===== src/rtl/spi_brg_pkg.sv =====
package spi_brg_pkg;

    localparam int PRESC_W   = 2;
    localparam int LIN_W     = 6;
    localparam int LIN_MIN   = 4;
    localparam int LIN_MAX   = (1 << LIN_W) - 1;
    localparam int NUM_STEPS = 1 << PRESC_W;
    localparam int SET_W     = PRESC_W + LIN_W;

    typedef struct packed {
        logic [PRESC_W-1:0] presc;
        logic [LIN_W-1:0]   lin;
    } brg_set_t;

    typedef enum logic [0:0] {
        ST_IDLE   = 1'b0,
        ST_DIVIDE = 1'b1
    } solve_st_t;

    function automatic brg_set_t fastest_set();
        brg_set_t s;
        s.presc = '0;
        s.lin   = LIN_W'(LIN_MIN);
        return s;
    endfunction

    function automatic brg_set_t slowest_set();
        brg_set_t s;
        s.presc = PRESC_W'(NUM_STEPS - 1);
        s.lin   = LIN_W'(LIN_MAX);
        return s;
    endfunction

endpackage


===== src/rtl/brg_restoring_div.sv =====
module brg_restoring_div #(
    parameter int W = 32
) (
    input  logic         clk,
    input  logic         rst,
    input  logic         load,
    input  logic [W-1:0] dividend,
    input  logic [W-1:0] divisor,
    output logic [W-1:0] quotient,
    output logic         q_valid
);
    localparam int CNT_W = $clog2(W + 1);

    logic [W-1:0]     rem_q;
    logic [W-1:0]     quo_q;
    logic [W-1:0]     dvs_q;
    logic [CNT_W-1:0] cnt_q;
    logic             run_q;
    logic             valid_q;

    logic [W:0] shifted;
    logic [W:0] trial;
    logic       fits;

    always_comb begin
        shifted = {rem_q, quo_q[W-1]};
        trial   = shifted - {1'b0, dvs_q};
        fits    = !trial[W];
    end

    always_ff @(posedge clk) begin
        if (rst) begin
            rem_q   <= '0;
            quo_q   <= '0;
            dvs_q   <= '0;
            cnt_q   <= '0;
            run_q   <= 1'b0;
            valid_q <= 1'b0;
        end else begin
            valid_q <= 1'b0;
            if (load) begin
                rem_q <= '0;
                quo_q <= dividend;
                dvs_q <= divisor;
                cnt_q <= CNT_W'(W);
                run_q <= 1'b1;
            end else if (run_q) begin
                rem_q <= fits ? trial[W-1:0] : shifted[W-1:0];
                quo_q <= {quo_q[W-2:0], fits};
                cnt_q <= cnt_q - 1'b1;
                if (cnt_q == CNT_W'(1)) begin
                    run_q   <= 1'b0;
                    valid_q <= 1'b1;
                end
            end
        end
    end

    assign quotient = quo_q;
    assign q_valid  = valid_q;

    AST_DIV_CNT_LIVE: assert property (@(posedge clk) disable iff (rst)
        run_q |-> cnt_q != '0);
    AST_DIV_VALID_PULSE: assert property (@(posedge clk) disable iff (rst)
        valid_q |=> !valid_q);
    AST_DIV_LOAD_IDLE: assert property (@(posedge clk) disable iff (rst)
        load |-> !run_q);

endmodule


===== src/rtl/brg_step_pick.sv =====
module brg_step_pick
    import spi_brg_pkg::*;
#(
    parameter int W = 32
) (
    input  logic [W-1:0] ratio,
    output brg_set_t     pick
);
    logic [W-1:0]     cand  [NUM_STEPS];
    logic [W-1:0]     cand1 [NUM_STEPS];
    logic [NUM_STEPS-1:0] fit;
    logic [NUM_STEPS-1:0] fast;

    for (genvar p = 0; p < NUM_STEPS; p++) begin : g_step
        assign cand[p]  = ratio >> (2 + p);
        assign cand1[p] = cand[p] - W'(1);
        assign fit[p]   = cand[p] <= W'(LIN_MAX + 1);
        assign fast[p]  = cand[p] <  W'(LIN_MIN + 1);
    end

    always_comb begin
        pick = slowest_set();
        for (int p = NUM_STEPS - 1; p >= 0; p--) begin
            if (fit[p]) begin
                pick.presc = PRESC_W'(p);
                pick.lin   = fast[p] ? LIN_W'(LIN_MIN) : cand1[p][LIN_W-1:0];
            end
        end
    end

endmodule


===== src/rtl/brg_solve_ctrl.sv =====
module brg_solve_ctrl
    import spi_brg_pkg::*;
#(
    parameter int W = 32
) (
    input  logic         clk,
    input  logic         rst,
    input  logic         start,
    input  logic [W-1:0] rate_hz,
    input  logic         q_valid,
    input  brg_set_t     pick,
    output logic         div_load,
    output logic         busy,
    output logic         done,
    output logic         err,
    output brg_set_t     setting
);
    solve_st_t state_q;
    logic      done_q;
    logic      err_q;
    brg_set_t  set_q;
    logic      zero_rate;

    assign zero_rate = (rate_hz == '0);
    assign div_load  = (state_q == ST_IDLE) && start && !zero_rate;

    always_ff @(posedge clk) begin
        if (rst) begin
            state_q <= ST_IDLE;
            done_q  <= 1'b0;
            err_q   <= 1'b0;
            set_q   <= fastest_set();
        end else begin
            done_q <= 1'b0;
            case (state_q)
                ST_IDLE: begin
                    if (start) begin
                        if (zero_rate) begin
                            set_q  <= slowest_set();
                            err_q  <= 1'b1;
                            done_q <= 1'b1;
                        end else begin
                            state_q <= ST_DIVIDE;
                        end
                    end
                end
                ST_DIVIDE: begin
                    if (q_valid) begin
                        set_q   <= pick;
                        err_q   <= 1'b0;
                        done_q  <= 1'b1;
                        state_q <= ST_IDLE;
                    end
                end
                default: state_q <= ST_IDLE;
            endcase
        end
    end

    assign busy    = (state_q == ST_DIVIDE);
    assign done    = done_q;
    assign err     = err_q;
    assign setting = set_q;

    AST_DONE_PULSE: assert property (@(posedge clk) disable iff (rst)
        done_q |=> !done_q);
    AST_SETTING_HOLD: assert property (@(posedge clk) disable iff (rst)
        !done_q |-> ($stable(set_q) && $stable(err_q)));
    AST_LIN_FLOOR: assert property (@(posedge clk) disable iff (rst)
        done_q |-> set_q.lin >= LIN_W'(LIN_MIN));
    AST_ERR_SLOWEST: assert property (@(posedge clk) disable iff (rst)
        (done_q && err_q) |-> set_q == slowest_set());
    AST_BUSY_IGNORES_START: assert property (@(posedge clk) disable iff (rst)
        (busy && start && !q_valid) |=> busy);
    AST_NO_DONE_WHILE_BUSY: assert property (@(posedge clk) disable iff (rst)
        busy |-> !done_q);

endmodule


===== src/rtl/spi_baud_solver.sv =====
module spi_baud_solver
    import spi_brg_pkg::*;
#(
    parameter int RATE_W = 32
) (
    input  logic              clk,
    input  logic              rst,
    input  logic              start,
    input  logic [RATE_W-1:0] ref_clk_hz,
    input  logic [RATE_W-1:0] rate_hz,
    output logic              busy,
    output logic              done,
    output logic              err,
    output logic [SET_W-1:0]  setting
);
    logic              div_load;
    logic [RATE_W-1:0] ratio;
    logic              q_valid;
    brg_set_t          pick;
    brg_set_t          set_s;

    brg_restoring_div #(.W(RATE_W)) u_div (
        .clk      (clk),
        .rst      (rst),
        .load     (div_load),
        .dividend (ref_clk_hz),
        .divisor  (rate_hz),
        .quotient (ratio),
        .q_valid  (q_valid)
    );

    brg_step_pick #(.W(RATE_W)) u_pick (
        .ratio (ratio),
        .pick  (pick)
    );

    brg_solve_ctrl #(.W(RATE_W)) u_ctrl (
        .clk      (clk),
        .rst      (rst),
        .start    (start),
        .rate_hz  (rate_hz),
        .q_valid  (q_valid),
        .pick     (pick),
        .div_load (div_load),
        .busy     (busy),
        .done     (done),
        .err      (err),
        .setting  (set_s)
    );

    assign setting = set_s;

endmodule


===== config.mk =====
export PLATFORM = sky130hd
export DESIGN_NAME = spi_baud_solver
export DESIGN_NICKNAME = d
export VERILOG_FILES = /design/src/rtl/spi_brg_pkg.sv /design/src/rtl/brg_restoring_div.sv /design/src/rtl/brg_step_pick.sv /design/src/rtl/brg_solve_ctrl.sv /design/src/rtl/spi_baud_solver.sv
export SDC_FILE = /design/constraint.sdc
export NUM_CORES = 1
export LEC_CHECK = 0
export BUFFER_PORTS_ARGS = -buffer_cell sky130_fd_sc_hd__clkbuf_2
export CORE_ASPECT_RATIO = 1.2
export CORE_MARGIN = 1
export CORE_UTILIZATION = 45
export CTS_BUF_LIST = sky130_fd_sc_hd__clkbuf_16
export DETAILED_ROUTE_END_ITERATION = 8
export GPL_TIMING_DRIVEN = 0
export PLACE_DENSITY = 0.72
export SYNTH_ARGS = -nofsm -noshare
export SYNTH_HDL_FRONTEND = slang
export SYNTH_SLANG_ARGS = --single-unit

===== constraint.sdc =====
create_clock -name clk -period 3.5 [get_ports clk]
set_input_delay 0.175 -clock clk [delete_from_list [all_inputs] [get_ports clk]]
set_output_delay 0.175 -clock clk [all_outputs]
set_load 0.01 [all_outputs]

==> flow_summary.toml, run 1 <==
[power_and_ir_drop]
finalPower_w = 0.00495
p_leak_nw = 3.60
ir_worst_vdd_v = 0.000431
powerDensity_mw_per_mm2 = 556

[sta]
worst_pin_slew_ns = 1.03
max_freq_mhz = 301
setup_viol = 0
clock_skew_ns = 0.0142
fin_tns_setup_ns = 0
max-slew-margin-rel_pct = 31.5
rsz0062_at_grt = "false"
finalCritPeriodShare_pct = 94.9
final_max_slew_viol_count = 0
period_minus_slack_ns = 3.32
hold_viol_final = 0

[floorplan]
dieArea_mm2 = 0.0169
start_util_pct = 46.6
row_count = 50
pin_count = 78
coreArea_mm2 = 0.0158
die_height_um = 142
die_w_um = 119

[worst_setup_path]
slowest_stage = "fa_1"
worstPathCellList = "inv_1 -> ha_1 -> inv_1 -> fa_1 -> a211oi_2 -> o211ai_1 -> a31oi_2 -> o221ai_4 -> a31oi_4 -> xnor2_4 -> clkbuf_4 -> nand2_1 -> a311oi_2"
critPathRequiredTime_ns = 3.83
cp-start-kind = "flop"
worstPathMaxFanout = 10
path_class = "reg -> reg"
worst-path-buf-inv = 3
arrival_ns = 3.65
crit_family = "compound AO/OA/AOI/OAI gates"
rr_worst_depth = 13
cpPeakStageDelay_ns = 0.44
cp_common_cell = "inv_1"
crit_cells = 13
cp-end-kind = "flop"

[final_layout]
layout.nets = 1159
drive_above_1_share_pct = 15.0
postLayoutCellArea_mm2 = 0.00890
fill_cells = 1454
mostFrequentLayoutCells = "149 x nand2_1, 115 x dfxtp_1, 90 x a21oi_1, 84 x nor2_1, 78 x clkbuf_2"
antenna_cells = 0
area_delta_synth_final_pct = 20.8
final_common_cell = "nand2_1"
layoutNonFillerInstCount = 1267
fin_util_pct = 56.2

[cts]
cts.sinks = 115
cts_tree = "yes"
htree_levels = 4
cts_buffers = 17
clockBufferDepth = 2
cts-root-buf = "clkbuf_16"
clk_pin_slew_ns = 0.06
insertion_delay_ns = 0.43

[route]
wire_per_inst_um = 16.1
antenna_left = 0
drt_iter0_drc = 354
drcViolationCount = 0
wl_mm = 20.3
via_count = 7118
viasPerCell = 5.62
first_pass_iters = 5

[yosys]
ys_top_cells_by_area = "dfxtp_1 31%, nand2_1 7.6%, ha_1 7.3%, a21oi_1 6.1%, mux2i_1 5.0%"
async_flop_share_pct = 0
ys_types = 74
syn_area_mm2 = 0.00737
ys.flop_type = "dfxtp_1"
synth.largest_area_cell = "dfxtp_1"
ys_ff_latch = 115
syn_inst = 924
synth_edf_count = 0
ys_seq_area_share_pct = 31.2
synth_nets = 1035
avgSynthCellArea_um2 = 7.98
synth_warnings = 0
synth_top_area_share_pct = 31.2

[place]
gp_congestion = 0.903
dpl.cell_count = 1208
post_dp_cell_area_mm2 = 0.00801
io_buffers = 76
hpwl_mm = 14.9

[hold_path]
min_path_cells = 3
worstHoldPathType = "in -> reg"

[global_routing]
antenna_found_initial = 0
grt_pass1_wl_mm = 32.9
first_global_vias = 6990
overflow = 0
gr-usage-all-layers_pct = 24.7
grt_max_degree = 17

[outcome]
status = "finished clean"

[flow_run]
cap_violations = 0
## final cells by class
cell class	count	area, µm²	area share [%]
multi-input combinational	710	4610	51.8
tap	208	260	2.92
clock inverter	13	161	1.81
buffer	53	294	3.30
timing repair buffer	106	678	7.62
inverter	45	169	1.90
sequential	115	2300	25.9
clock buffer	17	425	4.78
## worst min-delay path, stage by stage
cell	delay, ns
clkbuf_2	0.08
nor2_1	0.09
a211oi_1	0.05
## sequential cells by signal, summed over array words and instances (netlist names)
name and count:
u_div.quotient 32, u_div.run_q 1, u_ctrl.busy 1, u_div.rem_q 32, u_ctrl.done 1, u_div.q_valid 1
u_ctrl.setting 8, u_div.dvs_q 32, u_ctrl.err 1, u_div.cnt_q 6
## Yosys cell counts, types with 4 or more instances
cell,instances
a21o_1,19
a211oi_1,42
ha_1,43
xor2_1,21
o31ai_1,7
clkbuf_8,4
o211ai_1,12
and3_1,5
nor3_1,12
nand3_1,11
nor2_1,85
a311oi_2,11
xnor2_1,25
nor2b_1,4
buf_2,4
nor4_1,16
inv_1,44
nor3b_1,4
buf_6,6
nand2_1,149
a21oi_1,90
nand2b_1,5
dfxtp_1,115
clkbuf_1,35
mux2i_1,37
o21ai_0,35
o22a_1,4
a31oi_1,11
a311oi_1,6
## power by group
group	switching (W)	total [W]	internal, W
Sequential	0.0000829	0.00149	0.00141
Combinational	0.000985	0.00169	0.000705
Clock	0.000663	0.00177	0.00111
## final timing paths
| check | from | end | slack [ns] |
|---|---|---|---|
| max | u_div.quotient[31] | u_div.rem_q[15] | 0.18 |
| min | ref_clk_hz[5] | u_div.quotient[5] | 0.02 |
| max reg2reg | u_div.quotient[31] | u_div.rem_q[15] | 0.18 |
| min reg2reg | u_div.dvs_q[28] | u_div.dvs_q[28] | 0.45 |
## routing by layer
| layer | share of wire (%) | track usage (%) | vias up | wire [µm] |
|---|---|---|---|---|
| met2 | 48 | 43.8 | 200 | 9830 |
| met3 | 4.9 | 5.33 | 62 | 988 |
| li1 | - | - | 3531 | - |
| met4 | 4.1 | 13.8 | 0 | 826 |
| met5 | 0 | 0 | - | 0 |
| met1 | 43 | 27.3 | 3325 | 8690 |
## kinds of logic (layout without fill, tap and decap cells)
logic type	Yosys count	in the layout	synth area share, %
AO/OA/AOI/OAI	266	266	24.9
XOR/XNOR	48	48	6.06
adder cells (fa/ha/maj)	44	44	7.57
buffers and inverters	99	234	6.30
flip-flops	115	115	31.2
multiplexers	37	37	5.02
AND/OR/NAND/NOR	315	315	18.9
## through the flow
step / hold slack [ns] / setup WS (ns)
after floorplan: 0.311 / 0.637
after global placement: 0.416 / 0.107
after detailed placement: 0.422 / 0.113
after CTS: 0.00194 / 0.0757
after global routing: 0.00478 / 0.0107
final: 0.0163 / 0.179
## repair_timing
item / CTS / global route
setup endpoints to repair: 0 / 30
hold endpoints to repair: 29 / 0
gates resized for setup: 0 / 3
setup buffers: 0 / 1
hold buffers: 29 / 0
No activity file was read; power rests on OpenSTA's default activity.
==> run 2: changes to the inputs <==
--- a/config.mk
+++ b/config.mk
@@ -5,6 +5,7 @@
 export SDC_FILE = /design/constraint.sdc
 export NUM_CORES = 1
 export LEC_CHECK = 0
+export ABC_AREA = 1
 export BUFFER_PORTS_ARGS = -buffer_cell sky130_fd_sc_hd__clkbuf_2
 export CORE_ASPECT_RATIO = 1.2
 export CORE_MARGIN = 1
@@ -12,7 +13,7 @@
 export CTS_BUF_LIST = sky130_fd_sc_hd__clkbuf_16
 export DETAILED_ROUTE_END_ITERATION = 8
 export GPL_TIMING_DRIVEN = 0
-export PLACE_DENSITY = 0.72
+export PLACE_DENSITY = 0.71
 export SYNTH_ARGS = -nofsm -noshare
 export SYNTH_HDL_FRONTEND = slang
 export SYNTH_SLANG_ARGS = --single-unit
==> run 2 against run 1 <==
Compared with the run above:
- combinational power decreased by 48%
- global-route usage increased by 1.7 points
- final cell count increased by 43%
- design area increased by 11%
- worst hold slack improved by 0.019 ns
==> flow_summary.toml, run 2 <==
[route]
wire_per_inst_um = 13.6
drt_iter0_drc = 481
antenna_left = 0
via_count = 8910
wl_mm = 24.8
drcViolationCount = 0
first_pass_iters = 5
viasPerCell = 4.90

[cts]
cts_tree = "yes"
cts_resized = 0
cts.sinks = 115
cts-root-buf = "clkbuf_16"
cts_buffers = 17
ctsHoldBuffers = 0
postCtsSetupBuffers = 0
insertion_delay_ns = 0.43
clockBufferDepth = 2
clk_pin_slew_ns = 0.06
htree_levels = 4

[sta]
hold_viol_final = 0
final_max_slew_viol_count = 0
worst_pin_slew_ns = 0.661
setup_viol = 0
max_freq_mhz = 394
period_minus_slack_ns = 2.54
fin_ws_ns = 0.961
clock_skew_ns = 0.0127
rsz0062_at_grt = "false"
finalCritPeriodShare_pct = 72.6
fin_tns_setup_ns = 0
max-slew-margin-rel_pct = 55.9

[final_layout]
antenna_cells = 0
final_common_cell = "nand2_1"
area_delta_synth_final_pct = 15.2
layout.nets = 1663
mostFrequentLayoutCells = "520 x nand2_1, 258 x inv_1, 115 x dfxtp_1, 105 x a21oi_1, 92 x nand3_1"
drive_above_1_share_pct = 10.6

[yosys]
ys_types = 42
avgSynthCellArea_um2 = 5.89
synth_nets = 1568
synth.most_common_cell = "nand2_1"
ys_ff_latch = 115
synth_top_area_share_pct = 26.8
syn_inst = 1457
synth_warnings = 0
ys_top_cells_by_area = "dfxtp_1 27%, nand2_1 23%, inv_1 11%, ha_1 6.3%, a21oi_1 6.1%"
syn_area_mm2 = 0.00858
synth_edf_count = 0
ys_top_cells_by_count = "520 x nand2_1, 258 x inv_1, 115 x dfxtp_1, 105 x a21oi_1, 92 x nand3_1"
async_flop_share_pct = 0
ys_seq_area_share_pct = 26.8
synth.largest_area_cell = "dfxtp_1"
ys.flop_type = "dfxtp_1"

[worst_setup_path]
cp-start-kind = "flop"
worstPathMaxFanout = 10
critPathRequiredTime_ns = 3.77
cp-end-kind = "flop"
arrival_ns = 2.81
path_class = "reg -> reg"

[floorplan]
row_count = 54
die_height_um = 153
coreArea_mm2 = 0.0184
pin_count = 78
dieArea_mm2 = 0.0196
start_util_pct = 46.5
die_w_um = 128

[place]
hpwl_mm = 19.6
gp_congestion = 0.937
io_buffers = 76
dpl_worst_slack_ns = 0.853

[power_and_ir_drop]
ir_worst_vdd_v = 0.000333
p_leak_nw = 5.21
powerDensity_mw_per_mm2 = 416

[global_routing]
first_global_vias = 8328
antenna_found_initial = 0
grt_pass1_wl_mm = 40.6
grt_max_degree = 17
overflow = 0
gr-usage-all-layers_pct = 26.3

[flow_run]
cap_violations = 0

[outcome]
status = "finished clean"

[hold_path]
worstHoldPathType = "in -> reg"
## run 2: cell count changes after synthesis, moves of 26 or more
| cell | delta |
|---|---|
| mux2i_1 | -37 |
| a211oi_1 | -42 |
| o21ai_0 | +26 |
| nand2_1 | +371 |
| nand3_1 | +81 |
| inv_1 | +214 |
## run 2: cell families (layout without fill, tap and decap cells)
kind of cell | count (synthesis) | in the layout | share of synthesized area, %
AO/OA/AOI/OAI | 185 | 185 | 11.5
XOR/XNOR | 28 | 28 | 2.86
adder cells (fa/ha/maj) | 44 | 44 | 6.51
buffers and inverters | 308 | 416 | 14.5
flip-flops | 115 | 115 | 26.8
AND/OR/NAND/NOR | 777 | 777 | 37.8
## run 2: area by class of cell
type	instances	area, µm²
fillers	1899	8570
multi-input cells	1034	5030
flip-flops and latches	115	2300
inverters	264	991
clock buffers	17	425
repair buffers	76	380
well taps	252	315
plain buffers	44	253
clock inverters	15	179
## run 2: worst paths after layout
check,start,endpoint,slack (ns),cells past startpoint
setup / recovery,u_div.quotient[31],u_div.rem_q[18],0.96,17
hold / removal,ref_clk_hz[19],u_div.quotient[19],0.04,5
setup reg to reg,u_div.quotient[31],u_div.rem_q[18],0.96,17
hold reg to reg,u_div.dvs_q[14],u_div.dvs_q[14],0.46,2
## run 2: worst max-delay path, cell delays in order, from the launching register on
cell and delay (ns):
dfxtp_1 0.34, inv_2 0.08, ha_1 0.14, inv_1 0.08
fa_1 0.42, nand2_1 0.08, nand2_1 0.08, nand3_1 0.11
nand2_2 0.12, nand2_2 0.08, nand2_2 0.07, nand2_2 0.12
nand3_1 0.12, nand2_4 0.12, buf_4 0.20, nand2_1 0.09
nand3_1 0.08, a21oi_1 0.06
## run 2: metrics by stage
| step | hold WS [ns] | util [%] | cell area [µm²] | total power [W] | cells |
|---|---|---|---|---|---|
| floorplan | 0.342 | - | 8580 | 0.00207 | 1457 |
| global placement | 0.457 | 50.3 | 9270 | 0.00231 | 1785 |
| detailed placement | 0.456 | 50.3 | 9270 | 0.00231 | 1785 |
| CTS | 0.0307 | 53.5 | 9880 | 0.00412 | 1817 |
| global route | 0.0597 | 53.5 | 9880 | 0.00430 | 1817 |
| finish | 0.0351 | 53.5 | 9880 | 0.00411 | 1817 |
## run 2: layer usage
metal / part of all wire (%) / global-route usage, % / up-vias
met5: 0 / 0 / -
met3: 3.4 / 3.61 / 51
met4: 3.5 / 12.2 / 0
met1: 42 / 29.8 / 3965
li1: - / - / 4689
met2: 51 / 48.3 / 205
## run 2: power by group
part	internal [W]	switching, W	total [W]
Combinational	0.000292	0.000585	0.000877
Sequential	0.00137	0.0000445	0.00142
Clock	0.00112	0.000687	0.00181
Total	0.00279	0.00132	0.00411
==> run 3: changes to the inputs <==
--- a/config.mk
+++ b/config.mk
@@ -13,7 +13,7 @@
 export CTS_BUF_LIST = sky130_fd_sc_hd__clkbuf_16
 export DETAILED_ROUTE_END_ITERATION = 8
 export GPL_TIMING_DRIVEN = 0
-export PLACE_DENSITY = 0.71
+export PLACE_DENSITY = 0.74
 export SYNTH_ARGS = -nofsm -noshare
 export SYNTH_HDL_FRONTEND = slang
 export SYNTH_SLANG_ARGS = --single-unit
==> constraint.sdc (replaced) <==
create_clock -name clk -period 2.05 [get_ports clk]
set_input_delay 0.1025 -clock clk [delete_from_list [all_inputs] [get_ports clk]]
set_output_delay 0.1025 -clock clk [all_outputs]
set_load 0.01 [all_outputs]
==> run 3 against run 2 <==
Compared with the run above:
- the run now ends with negative hold slack, negative setup slack left
- combinational power increased by 110%
- count of clock-buffer cells in the layout unchanged
- via count increased by 7.4%
- design area increased by 16%
- critical endpoint is now u_div.rem_q[9]
==> flow_summary.toml, run 3 (synthesized netlist as in run 2, its figures left out) <==
[outcome]
status = "finished with violations"
violations = "negative hold slack, negative setup slack"

[power_and_ir_drop]
powerDensity_mw_per_mm2 = 650
ir_worst_vdd_v = 0.000599
p_leak_nw = 5.64

[final_layout]
layout.nets = 1727
mostFrequentLayoutCells = "474 x nand2_1, 252 x inv_1, 109 x dfxtp_1, 83 x clkbuf_2, 80 x a21oi_1"
final_common_cell = "nand2_1"
antenna_cells = 0
area_delta_synth_final_pct = 33.5
area.sequential_mm2 = 0.00231
fin_util_pct = 62.1
fill_cells = 1721
drive_above_1_share_pct = 21.7
multi_input_area_mm2 = 0.00586

[floorplan]
pin_count = 78
die_w_um = 128
die_height_um = 153
dieArea_mm2 = 0.0196
row_count = 54
coreArea_mm2 = 0.0184
start_util_pct = 46.5

[global_routing]
grt_max_degree = 17
gr-usage-all-layers_pct = 28.1
first_global_vias = 9039
antenna_found_initial = 0
overflow = 0
grt_pass1_wl_mm = 43.2

[worst_setup_path]
rr_startpoint = "u_div.quotient[31]"
worstPathMaxFanout = 8
r2r_end = "u_div.rem_q[9]"
r2r_slack_ns = -0.26
cp-start-kind = "flop"
crit_end = "u_div.rem_q[9]"
path_class = "reg -> reg"
critPathRequiredTime_ns = 2.40
arrival_ns = 2.66
startpoint = "u_div.quotient[31]"
cp-end-kind = "flop"
rr_worst_depth = 18

[sta]
worst_pin_slew_ns = 0.845
fin_ws_ns = -0.263
clock_skew_ns = 0.0127
hold_viol_final = 5
period_minus_slack_ns = 2.31
max-slew-margin-rel_pct = 43.7
setup_viol = 33
fin_tns_setup_ns = -7.49
rsz0062_at_grt = "true"
finalCritPeriodShare_pct = 113
max_freq_mhz = 432
hold_ws_ns = -0.00493
final_max_slew_viol_count = 0

[cts]
htree_levels = 4
cts_buffers = 17
clockBufferDepth = 2
cts.sinks = 115
clk_pin_slew_ns = 0.06
insertion_delay_ns = 0.43
cts-root-buf = "clkbuf_16"
cts_tree = "yes"

[flow_run]
cap_violations = 0

[route]
viasPerCell = 5.09
via_count = 9565
antenna_left = 0
wire_per_inst_um = 14.8
first_pass_iters = 5
drcViolationCount = 0
drt_iter0_drc = 603
wl_mm = 27.9

[place]
gp_congestion = 1.01
io_buffers = 76
hpwl_mm = 20.1

[hold_path]
worstHoldPathType = "in -> reg"
==> run 3: cell type report <==
| class | count | area share (%) |
|---|---|---|
| Timing Repair Buffer | 140 | 8.96 |
| Sequential cell | 115 | 20.2 |
| Inverter | 264 | 8.73 |
| Clock inverter | 15 | 1.72 |
| Buffer | 44 | 2.74 |
| Clock buffer | 17 | 3.72 |
| Tap cell | 252 | 2.75 |
| Multi-Input combinational cell | 1034 | 51.2 |
==> run 3: timing repair <==
action / 4_1_cts / 5_1_grt
cloned: 2 / 1
gates resized for setup: 73 / 154
hold endpoints to repair: 39 / 0
pin swaps: 23 / 59
hold buffers: 39 / 0
buffers inserted: 10 / 13
endpoints found under the setup margin: 40 / 89
==> run 3: metal layers <==
layer	global-route usage (%)	part of all wire, %
met5	0	0
met4	15.6	5.2
met3	6.27	5.0
met2	50.5	51
met1	30.2	39
==> run 3: through the flow <==
step	setup WS [ns]	std cells	power (W)	hold slack [ns]	instance area [µm²]
final	-0.263	1881	0.00744	-0.00493	11400
after CTS	-0.221	1868	0.00726	0.000362	10700
after global placement	-0.374	1785	0.00394	0.395	9290
after floorplan	0.00156	1457	0.00353	0.269	8600
after global routing	-0.375	1881	0.00776	0.00135	11400
after detailed placement	-0.401	1785	0.00396	0.402	9290
==> run 3: critical path, stage by stage (launching register included) <==
cell and delay (ns):
dfxtp_2 0.33, inv_2 0.08, ha_4 0.14, inv_4 0.03, fa_2 0.34, nand2_2 0.08, nand2_2 0.08, nand3_2 0.09
nand2_2 0.08, nand2_2 0.08, nand2_4 0.05, nand2_4 0.10, nand2_4 0.07, nand2_4 0.09, nand2_8 0.12, buf_12 0.18
nand2_4 0.06, nand3_2 0.07, a21oi_2 0.14
==> run 3: worst min path at each step <==
stage	slack, ns	cells past startpoint	end	from
after floorplan	0.27	2	u_div.dvs_q[0]	rate_hz[0]
after global placement	0.40	5	u_div.quotient[22]	ref_clk_hz[22]
after detailed placement	0.40	5	u_div.quotient[13]	ref_clk_hz[13]
after CTS	0.0004	3	u_div.dvs_q[4]	rate_hz[4]
after global routing	0.001	3	u_div.dvs_q[29]	rate_hz[29]
final	-0.005	5	u_div.quotient[3]	ref_clk_hz[3]
==> run 3: power breakdown <==
part | internal, W | leakage (nW) | switching [W] | total, W
Clock | 0.00195 | 0.307 | 0.00125 | 0.00320
Sequential | 0.00235 | 0.943 | 0.0000791 | 0.00243
Combinational | 0.000674 | 4.39 | 0.00114 | 0.00182
